--- src/rtl/tmr_stat_reg.sv ---
module tmr_stat_reg #(
  parameter int CHAN = 1
) (
  input  logic       clk,
  input  logic       rst_n,
  input  logic       rd_en,
  input  logic       wr_en,
  input  logic [7:0] wdata,
  output logic [7:0] rdata,
  input  logic       dir_up,
  input  logic       evt_udf,
  input  logic       evt_ovf,
  input  logic [3:0] evt_cmp
);
  localparam bit HAS_UDF = (CHAN == 1) || (CHAN == 2);
  localparam bit HAS_DIR = (CHAN != 0);

  logic       dir_q;
  logic [5:0] flg_q;
  logic [5:0] arm_q;
  logic [5:0] set_v;
  logic [5:0] clr_v;

  assign set_v = {evt_udf & HAS_UDF, evt_ovf, evt_cmp};
  assign clr_v = wr_en ? (arm_q & ~wdata[5:0]) : 6'b0;
  assign rdata = {HAS_DIR ? dir_q : 1'b1, 1'b1, flg_q};

  always_ff @(posedge clk) begin
    if (!rst_n) begin
      dir_q <= 1'b1;
      flg_q <= '0;
      arm_q <= '0;
    end else begin
      dir_q <= dir_up;
      flg_q <= (flg_q & ~clr_v) | set_v;
      if (rd_en)
        arm_q <= flg_q;
      else if (wr_en)
        arm_q <= '0;
    end
  end
endmodule


--- config.mk ---
export PLATFORM = sky130hd
export DESIGN_NAME = tmr_stat_reg
export DESIGN_NICKNAME = d
export VERILOG_FILES = /design/src/rtl/tmr_stat_reg.sv
export SDC_FILE = /design/constraint.sdc
export NUM_CORES = 1
export LEC_CHECK = 0
export CAP_MARGIN = 20
export CORE_AREA = 5 5 42 44
export CTS_BUF_LIST = sky130_fd_sc_hd__clkbuf_2
export CTS_CLUSTER_SIZE = 14
export DETAILED_ROUTE_END_ITERATION = 6
export DIE_AREA = 0 0 47 49
export DONT_BUFFER_PORTS = 1
export HOLD_SLACK_MARGIN = 0.06
export SYNTH_ARGS = -nofsm -noshare
export SYNTH_HDL_FRONTEND = slang
export SYNTH_SLANG_ARGS = --single-unit
--- constraint.sdc ---
create_clock -name clk -period 0.8 [get_ports clk]
set_input_delay 0.04 -clock clk [delete_from_list [all_inputs] [get_ports clk]]
set_output_delay 0.04 -clock clk [all_outputs]
set_load 0.01 [all_outputs]
==> implementation parameters, run 1 <==
Parameter                              Value

Outcome
  Run status ... complete, but fails checks
  Failing checks ... negative hold slack, negative setup slack

Placed design
  Worst setup timing slack at the placement stage ... 103.6 ps
  Number of buffers added on ports ... 0
  DPL Wire Length ... 755.5 um
  Final weighted congestion of routability-driven global placement ... 0.6235

STA
  Unrepaired setup endpoints after global routing ... yes
  Setup Skew ... 0.3135 ps
  Setup-failing EPs final ... 1
  Fin. max-slew vios ... 0
  Hold Worst Slack ... -134.9 ps
  Peak clock frequency supported by timing ... 1179 MHz
  Endpoints failing hold ... 12
  Post-route setup TNS ... -47.98 ps
  Fin crit period ... 848.0 ps
  Worst setup margin ... -47.98 ps
  Ratio of final minimum period to clock period ... 1.060

Detailed routing
  DR iter-0 viols ... 8
  Post-DRT Antenna Nets ... 0
  Metal3 WL ... 136 um
  Met2 routed wirelength ... 450 um
  DRC viols ... 0
  Length of routed wiring on met1 ... 511 um
  Via density ... 5.235
  Wire length reported by the detailed router ... 1099 um
  Vias after detailed routing ... 424
  Highest metal layer used by the detailed router ... met3
  Routed wire length per instance ... 13.57 um
  Iteration count of the initial detailed-routing pass ... 5

Worst setup path
  Worst setup SP type ... input pin
  Source of the worst register-to-register timing path ... flg_q[0]$_SDFF_PN0_
  CP startpoint ... wr_en
  Setup slack, reg-to-reg ... 50 ps
  Endpoint kind of the worst setup timing path ... flop
  Highest fanout seen on the critical path ... 6
  Crit path kind ... in2reg
  Critical Path AT ... 1020 ps
  Required time at the worst-slack endpoint ... 970 ps
  CP Capture Point ... flg_q[4]$_SDFF_PN0_
  Path depth of the worst reg2reg path ... 3
  R2R Path End ... flg_q[0]$_SDFF_PN0_

Power
  Psw ... 0.2790 mW
  Sequential fraction of design power ... 0.610
  Sw Share ... 0.2368
  Share of total power in the clock network ... 0.282
  Int Power ... 0.8991 mW
  Leakage power total ... 0.2312 nW
  Power per Cell Area ... 1941 mW/mm^2
  Highest ir drop seen on vdd ... 1.320 mV
  Combinational Power Share ... 0.108
  Total power draw ... 1.178 mW

Synthesis
  Synthesis Warnings ... 0
  Portion of the post-synthesis area used by sequential elements ... 0.5239
  Synthesized instance count ... 56
  Post-synthesis cell type count ... 11
  Count of state elements after synthesis ... 13
  Mapped Area ... 496.7 um^2
  Syn Area/Cell ... 8.870 um^2
  Post-synthesis net count ... 75

Global routing
  Wire length of the first global-routing pass ... 1725 um
  Remaining global-route overflow ... 0
  Number of global-route vias before repair ... 417
  Pin count of the biggest net entering global routing ... 15
  Global router's overall resource usage ... 0.1048
  Antenna violations before repair ... 0

Worst hold path
  Beginning of the worst hold path ... rst_n
  Worst hold path class ... in2reg

Layout
  Synth-to-layout area growth ... 22.17%
  Diodes inserted ... 0
  Number of fill cells ... 168
  Layout net count ... 85
  Layout cells sized above 1 ... 0.2615
  Final core utilization ... 0.4330

Job
  Max capacitance violation total ... 0

Clock tree
  Num CTS Buffers ... 3
  Clk_lat worst skew ... 260 ps
  Num Clock Sinks ... 13
  Htree depth ... 1
  CTS tree ... done
  Root Buffer Master ... sky130_fd_sc_hd__clkbuf_2
  Maximum number of buffers from clock root to sink ... 2
  Worst-path clk slew ... 120 ps

Floorplanning
  Effective utilization at floorplan ... 0.3545
  Core box area ... 0.001401 mm^2
  Die height ... 49 um
  Top Ports ... 27
  Width of the die ... 47 um
  Standard-cell rows ... 14
  DIE AREA ... 0.002303 mm^2
-- power groups by stage --
stage	clock (mW)	combinational (mW)	sequential, mW
finish	0.332	0.127	0.719
global route	0.390	0.141	0.725
CTS	0.354	0.111	0.717
detailed placement	0	0.0875	0.731
global placement	0	0.0850	0.729
floorplan	0	0.0725	0.730
-- cells by family (layout without fill, tap and decap cells) --
| family | after synthesis | count (layout) | synth area share |
|---|---|---|---|
| AND/OR/NAND/NOR | 21 | 21 | 0.2317 |
| AO/OA/AOI/OAI | 17 | 17 | 0.1839 |
| flip-flops | 13 | 13 | 0.5239 |
| buffers and inverters | 4 | 13 | 0.05289 |
| other | 1 | 1 | 0.007549 |
-- worst max-delay path, stage by stage --
cell and delay [ps]:
sky130_fd_sc_hd__dlygate4sd3_1 680, sky130_fd_sc_hd__and4bb_2 260, sky130_fd_sc_hd__nor2_1 40
-- routing by layer --
metal,GRT usage,up-vias
li1,-,213
met1,0.1454,190
met2,0.1335,21
met3,0.07749,0
met4,0.01382,0
met5,0,-
-- stage by stage --
step | instance area, um^2 | instances
after floorplan | 496.7 | 56
after global placement | 520.5 | 72
after detailed placement | 520.5 | 72
after CTS | 581.8 | 80
after global routing | 606.8 | 81
final | 606.8 | 81
-- how the worst min path moves through the flow --
stage,endpoint,slack [ps],cells after the start
floorplan,dir_q$_SDFF_PN1_,110,1
global route,flg_q[0]$_SDFF_PN0_,-150,2
detailed placement,dir_q$_SDFF_PN1_,120,1
finish,flg_q[0]$_SDFF_PN0_,-130,2
CTS,flg_q[3]$_SDFF_PN0_,-160,1
global placement,dir_q$_SDFF_PN1_,120,1
-- registers in the layout, summed over array words and instances (netlist names) --
signal	count
arm_q	6
flg_q	6
dir_q	1
-- timing repair --
item	CTS	global route
buffers inserted	3	0
hold endpoints to repair	13	12
hold buffers	1	1
setup endpoints to repair	4	5
gates resized for setup	5	5
-- synth_stat cells, drive strengths merged --
master   n  area, um^2
dfxtp   13       260.3
buf      3       22.52
nand2b   8       50.05
and4bb   1       12.51
clkbuf   1       3.750
nand3    6       30.03
conb     1       3.750
nor2     6       22.52
o21ai   12       60.06
a31oi    5       31.28
-- layout make-up --
class / instances / area, um^2 / share of cell area
repair buffers: 9 / 87.58 / 0.1443
flip-flops and latches: 13 / 265.3 / 0.4371
multi-input cells: 39 / 214.0 / 0.3526
well taps: 16 / 20.02 / 0.03299
clock buffers: 4 / 20.02 / 0.03299
-- placed cells by master (no fill, tap or decap), types with 2 or more instances in the layout --
master	synthesis	final
sky130_fd_sc_hd__nor2_1	6	6
sky130_fd_sc_hd__buf_6	0	4
sky130_fd_sc_hd__o21ai_0	4	3
sky130_fd_sc_hd__buf_4	3	3
sky130_fd_sc_hd__clkbuf_2	0	4
sky130_fd_sc_hd__dlygate4sd3_1	0	2
sky130_fd_sc_hd__dfxtp_2	0	4
sky130_fd_sc_hd__a31oi_1	5	5
sky130_fd_sc_hd__dfxtp_1	13	9
sky130_fd_sc_hd__nand2b_1	8	8
sky130_fd_sc_hd__o21ai_1	8	8
sky130_fd_sc_hd__nand3_1	6	6
Power figures use the tool's default switching activity.
==> inputs of run 2 (changes only) <==
Settings changed: ABC_AREA set to 1.
==> implementation parameters, run 2 <==
Parameter                              Value

Power
  Power per Cell Area ... 1732 mW/mm^2 (-11%)
  Leakage power total ... 0.3350 nW (+45%)
  Highest ir drop seen on vdd ... 1.068 mV (-19%)
  Total power draw ... 1.222 mW (+3.8%)

Floorplanning
  Standard-cell rows ... 14 (unchanged)
  Core box area ... 0.001401 mm^2 (unchanged)
  Top Ports ... 27 (unchanged)
  Effective utilization at floorplan ... 0.3625 (+0.008036)
  Die height ... 49 um (unchanged)
  DIE AREA ... 0.002303 mm^2 (unchanged)
  Width of the die ... 47 um (unchanged)

Worst setup path
  Highest fanout seen on the critical path ... 3 (-3)
  Number of buffer and inverter instances along the worst setup path ... 1 (unchanged)
  Critical-path cell list ... buf_6
  Endpoint kind of the worst setup timing path ... output pin
  Required time at the worst-slack endpoint ... 760 ps (-210 ps)
  Cell family with most CP delay ... flip-flops
  Critical Path AT ... 720 ps (-300 ps)
  Crit path kind ... reg2out
  Worst setup SP type ... flop
  Slowest cell delay on critical path ... 370 ps (-310 ps)
  Critical Path Slowest Stage Cell ... sky130_fd_sc_hd__dfxtp_2

Layout
  Largest registers ... arm_q (6), flg_q (6), dir_q (1)
  Most common library cell in the layout ignoring fill and taps ... sky130_fd_sc_hd__nand2_1
  Layout cells sized above 1 ... 0.2442 (-0.01735)
  Most used cells in the layout excluding fill and tap cells ... sky130_fd_sc_hd__nand2_1, sky130_fd_sc_hd__inv_1, sky130_fd_sc_hd__a21oi_1
  Layout net count ... 106 (+25%)
  Diodes inserted ... 0 (unchanged)
  Synth-to-layout area growth ... 38.92%
  Non-filler cells in the finished layout ... 102 (+26%)

Clock tree
  Maximum number of buffers from clock root to sink ... 2 (unchanged)
  Num Clock Sinks ... 13 (unchanged)
  Root Buffer Master ... sky130_fd_sc_hd__clkbuf_2
  Num CTS Buffers ... 3 (unchanged)
  Clk_lat worst skew ... 260 ps (about the same)
  Htree depth ... 1 (unchanged)
  Hold Buf Count CTS ... 8 (+7)
  Worst-path clk slew ... 120 ps (about the same)
  CTS tree ... done

Global routing
  Global router's overall resource usage ... 0.1074 (+0.002605)
  Remaining global-route overflow ... 0 (unchanged)
  Global route hottest layer ... met2
  Number of global-route vias before repair ... 438 (+5.0%)
  Met3 usage in global routing ... 0.04059 (-0.03690)
  Wire length of the first global-routing pass ... 1807 um (+4.8%)
  Met2 Track Usage GR ... 0.1606 (+0.02715)
  GR met1 Demand/Resource ... 0.1289 (-0.01652)
  Pin count of the biggest net entering global routing ... 13 (-2)
  Antenna violations before repair ... 0 (unchanged)

Synthesis
  Leading cell type by number of instances after synthesis ... sky130_fd_sc_hd__nand2_1
  Fraction of registers with async set or reset after synthesis ... 0 (unchanged)
  Share of the synthesized area in the top cell type ... 0.5123 (-0.01161)
  Syn Area/Cell ... 7.470 um^2 (-16%)
  Count of state elements after synthesis ... 13 (unchanged)
  Mapped Area ... 508.0 um^2 (+2.3%)
  Commonest register cell after synthesis ... sky130_fd_sc_hd__dfxtp_1
  Synthesis Warnings ... 0 (unchanged)
  Largest cells by area after synthesis ... sky130_fd_sc_hd__dfxtp_1, sky130_fd_sc_hd__nand2_1, sky130_fd_sc_hd__a21oi_1
  Post-synthesis cell type count ... 10 (-1)
  Post-synth top cells ... sky130_fd_sc_hd__nand2_1, sky130_fd_sc_hd__dfxtp_1, sky130_fd_sc_hd__inv_1
  Synthesized instance count ... 68 (+21%)
  Post-synthesis net count ... 87 (+16%)
  Number of enable-type register cells in the synthesized netlist ... 0 (unchanged)
  Portion of the post-synthesis area used by sequential elements ... 0.5123 (-0.01161)
  Leading area contributor after synthesis ... sky130_fd_sc_hd__dfxtp_1

Detailed routing
  Iteration count of the initial detailed-routing pass ... 2 (-3)
  Via density ... 4.402 (-16%)
  Wire length reported by the detailed router ... 1104 um (+0.45%)
  DRC viols ... 0 (unchanged)
  Post-DRT Antenna Nets ... 0 (unchanged)
  Vias after detailed routing ... 449 (+5.9%)
  DR iter-0 viols ... 2 (-6)
  Routed wire length per instance ... 10.82 um (-20%)

STA
  Fin. max-slew vios ... 0 (unchanged)
  Fin crit period ... 764.4 ps (-83.60 ps)
  Setup Skew ... 2.490 ps (+2.177 ps)
  Setup-failing EPs final ... 0 (-1)
  Peak clock frequency supported by timing ... 1308 MHz (+11%)
  Worst setup margin ... 35.62 ps (+83.60 ps)
  Unrepaired setup endpoints after global routing ... yes
  Hold Worst Slack ... -96.00 ps (+38.94 ps)
  Endpoints failing hold ... 11 (-1)
  Ratio of final minimum period to clock period ... 0.9555 (-0.1045)

Placed design
  Number of buffers added on ports ... 0 (unchanged)
  DPL Wire Length ... 740.6 um (-2.0%)
  Worst setup timing slack at the placement stage ... 172.2 ps (+68.63 ps)
  Total placed cells including tap cells ... 88 (+22%)
  Final weighted congestion of routability-driven global placement ... 0.6754 (+8.3%)

Outcome
  Run status ... complete, but fails checks
  Failing checks ... negative hold slack

Job
  Max capacitance violation total ... 0 (unchanged)

Worst hold path
  Worst hold path class ... in2reg
[run 2: logic make-up (layout without fill, tap and decap cells)]
family / count (synthesis) / in the layout / share of synthesized area
AOI/OAI and AO/OA: 12 / 12 / 0.1182
buffers and inverters: 16 / 34 / 0.1355
DFF: 13 / 13 / 0.5123
other: 1 / 1 / 0.007382
and+or+nand+nor: 26 / 26 / 0.2266
[run 2: path summary, 6_finish.rpt]
path	start	end	slack [ps]	cells after the start
max	flg_q[1]$_SDFF_PN0_	rdata[1]	40	1
min	rd_en	arm_q[5]$_SDFFE_PN0P_	-100	2
max reg2reg	flg_q[4]$_SDFF_PN0_	arm_q[4]$_SDFFE_PN0P_	110	3
min reg2reg	arm_q[2]$_SDFFE_PN0P_	arm_q[2]$_SDFFE_PN0P_	470	2
[run 2: where the power goes]
group          switching (mW)  internal (mW)
registers              0.0263          0.689
clock network           0.199          0.133
logic                  0.0696          0.105
total                   0.295          0.927
[run 2: final cells by class]
class	instances	area (um^2)
tap	16	20.02
multi-input combinational	39	178.9
inverter	13	48.80
sequential	13	267.8
fill	143	695.7
clock buffer	4	20.02
timing repair buffer	17	170.2
[run 2: through the flow]
stage | area, um^2 | hold slack (ps) | setup TNS [ps] | util
global route | 705.7 | -128.6 | -99.29 | 0.5036
global placement | 560.5 | 147.8 | 0 | 0.4000
detailed placement | 560.5 | 150.0 | 0 | 0.4000
floorplan | 508.0 | 146.6 | 0 | -
CTS | 671.9 | -112.2 | 0 | 0.4795
finish | 705.7 | -96.00 | 0 | 0.5036
[run 2: metal layers]
metal / share of wire / wire length, um / up-vias
met2: 0.45 / 502 / 14
met4: 0.011 / 12 / 0
met1: 0.45 / 497 / 192
met3: 0.082 / 91 / 2
met5: 0 / 0 / -
li1: - / - / 241
[run 2: timing repair]
item                                    in CTS  in global routing
endpoints found under the hold margin       13                 12
endpoints found under the setup margin       6                  6
resized for setup                            7                  5
buffers inserted                             0                  2
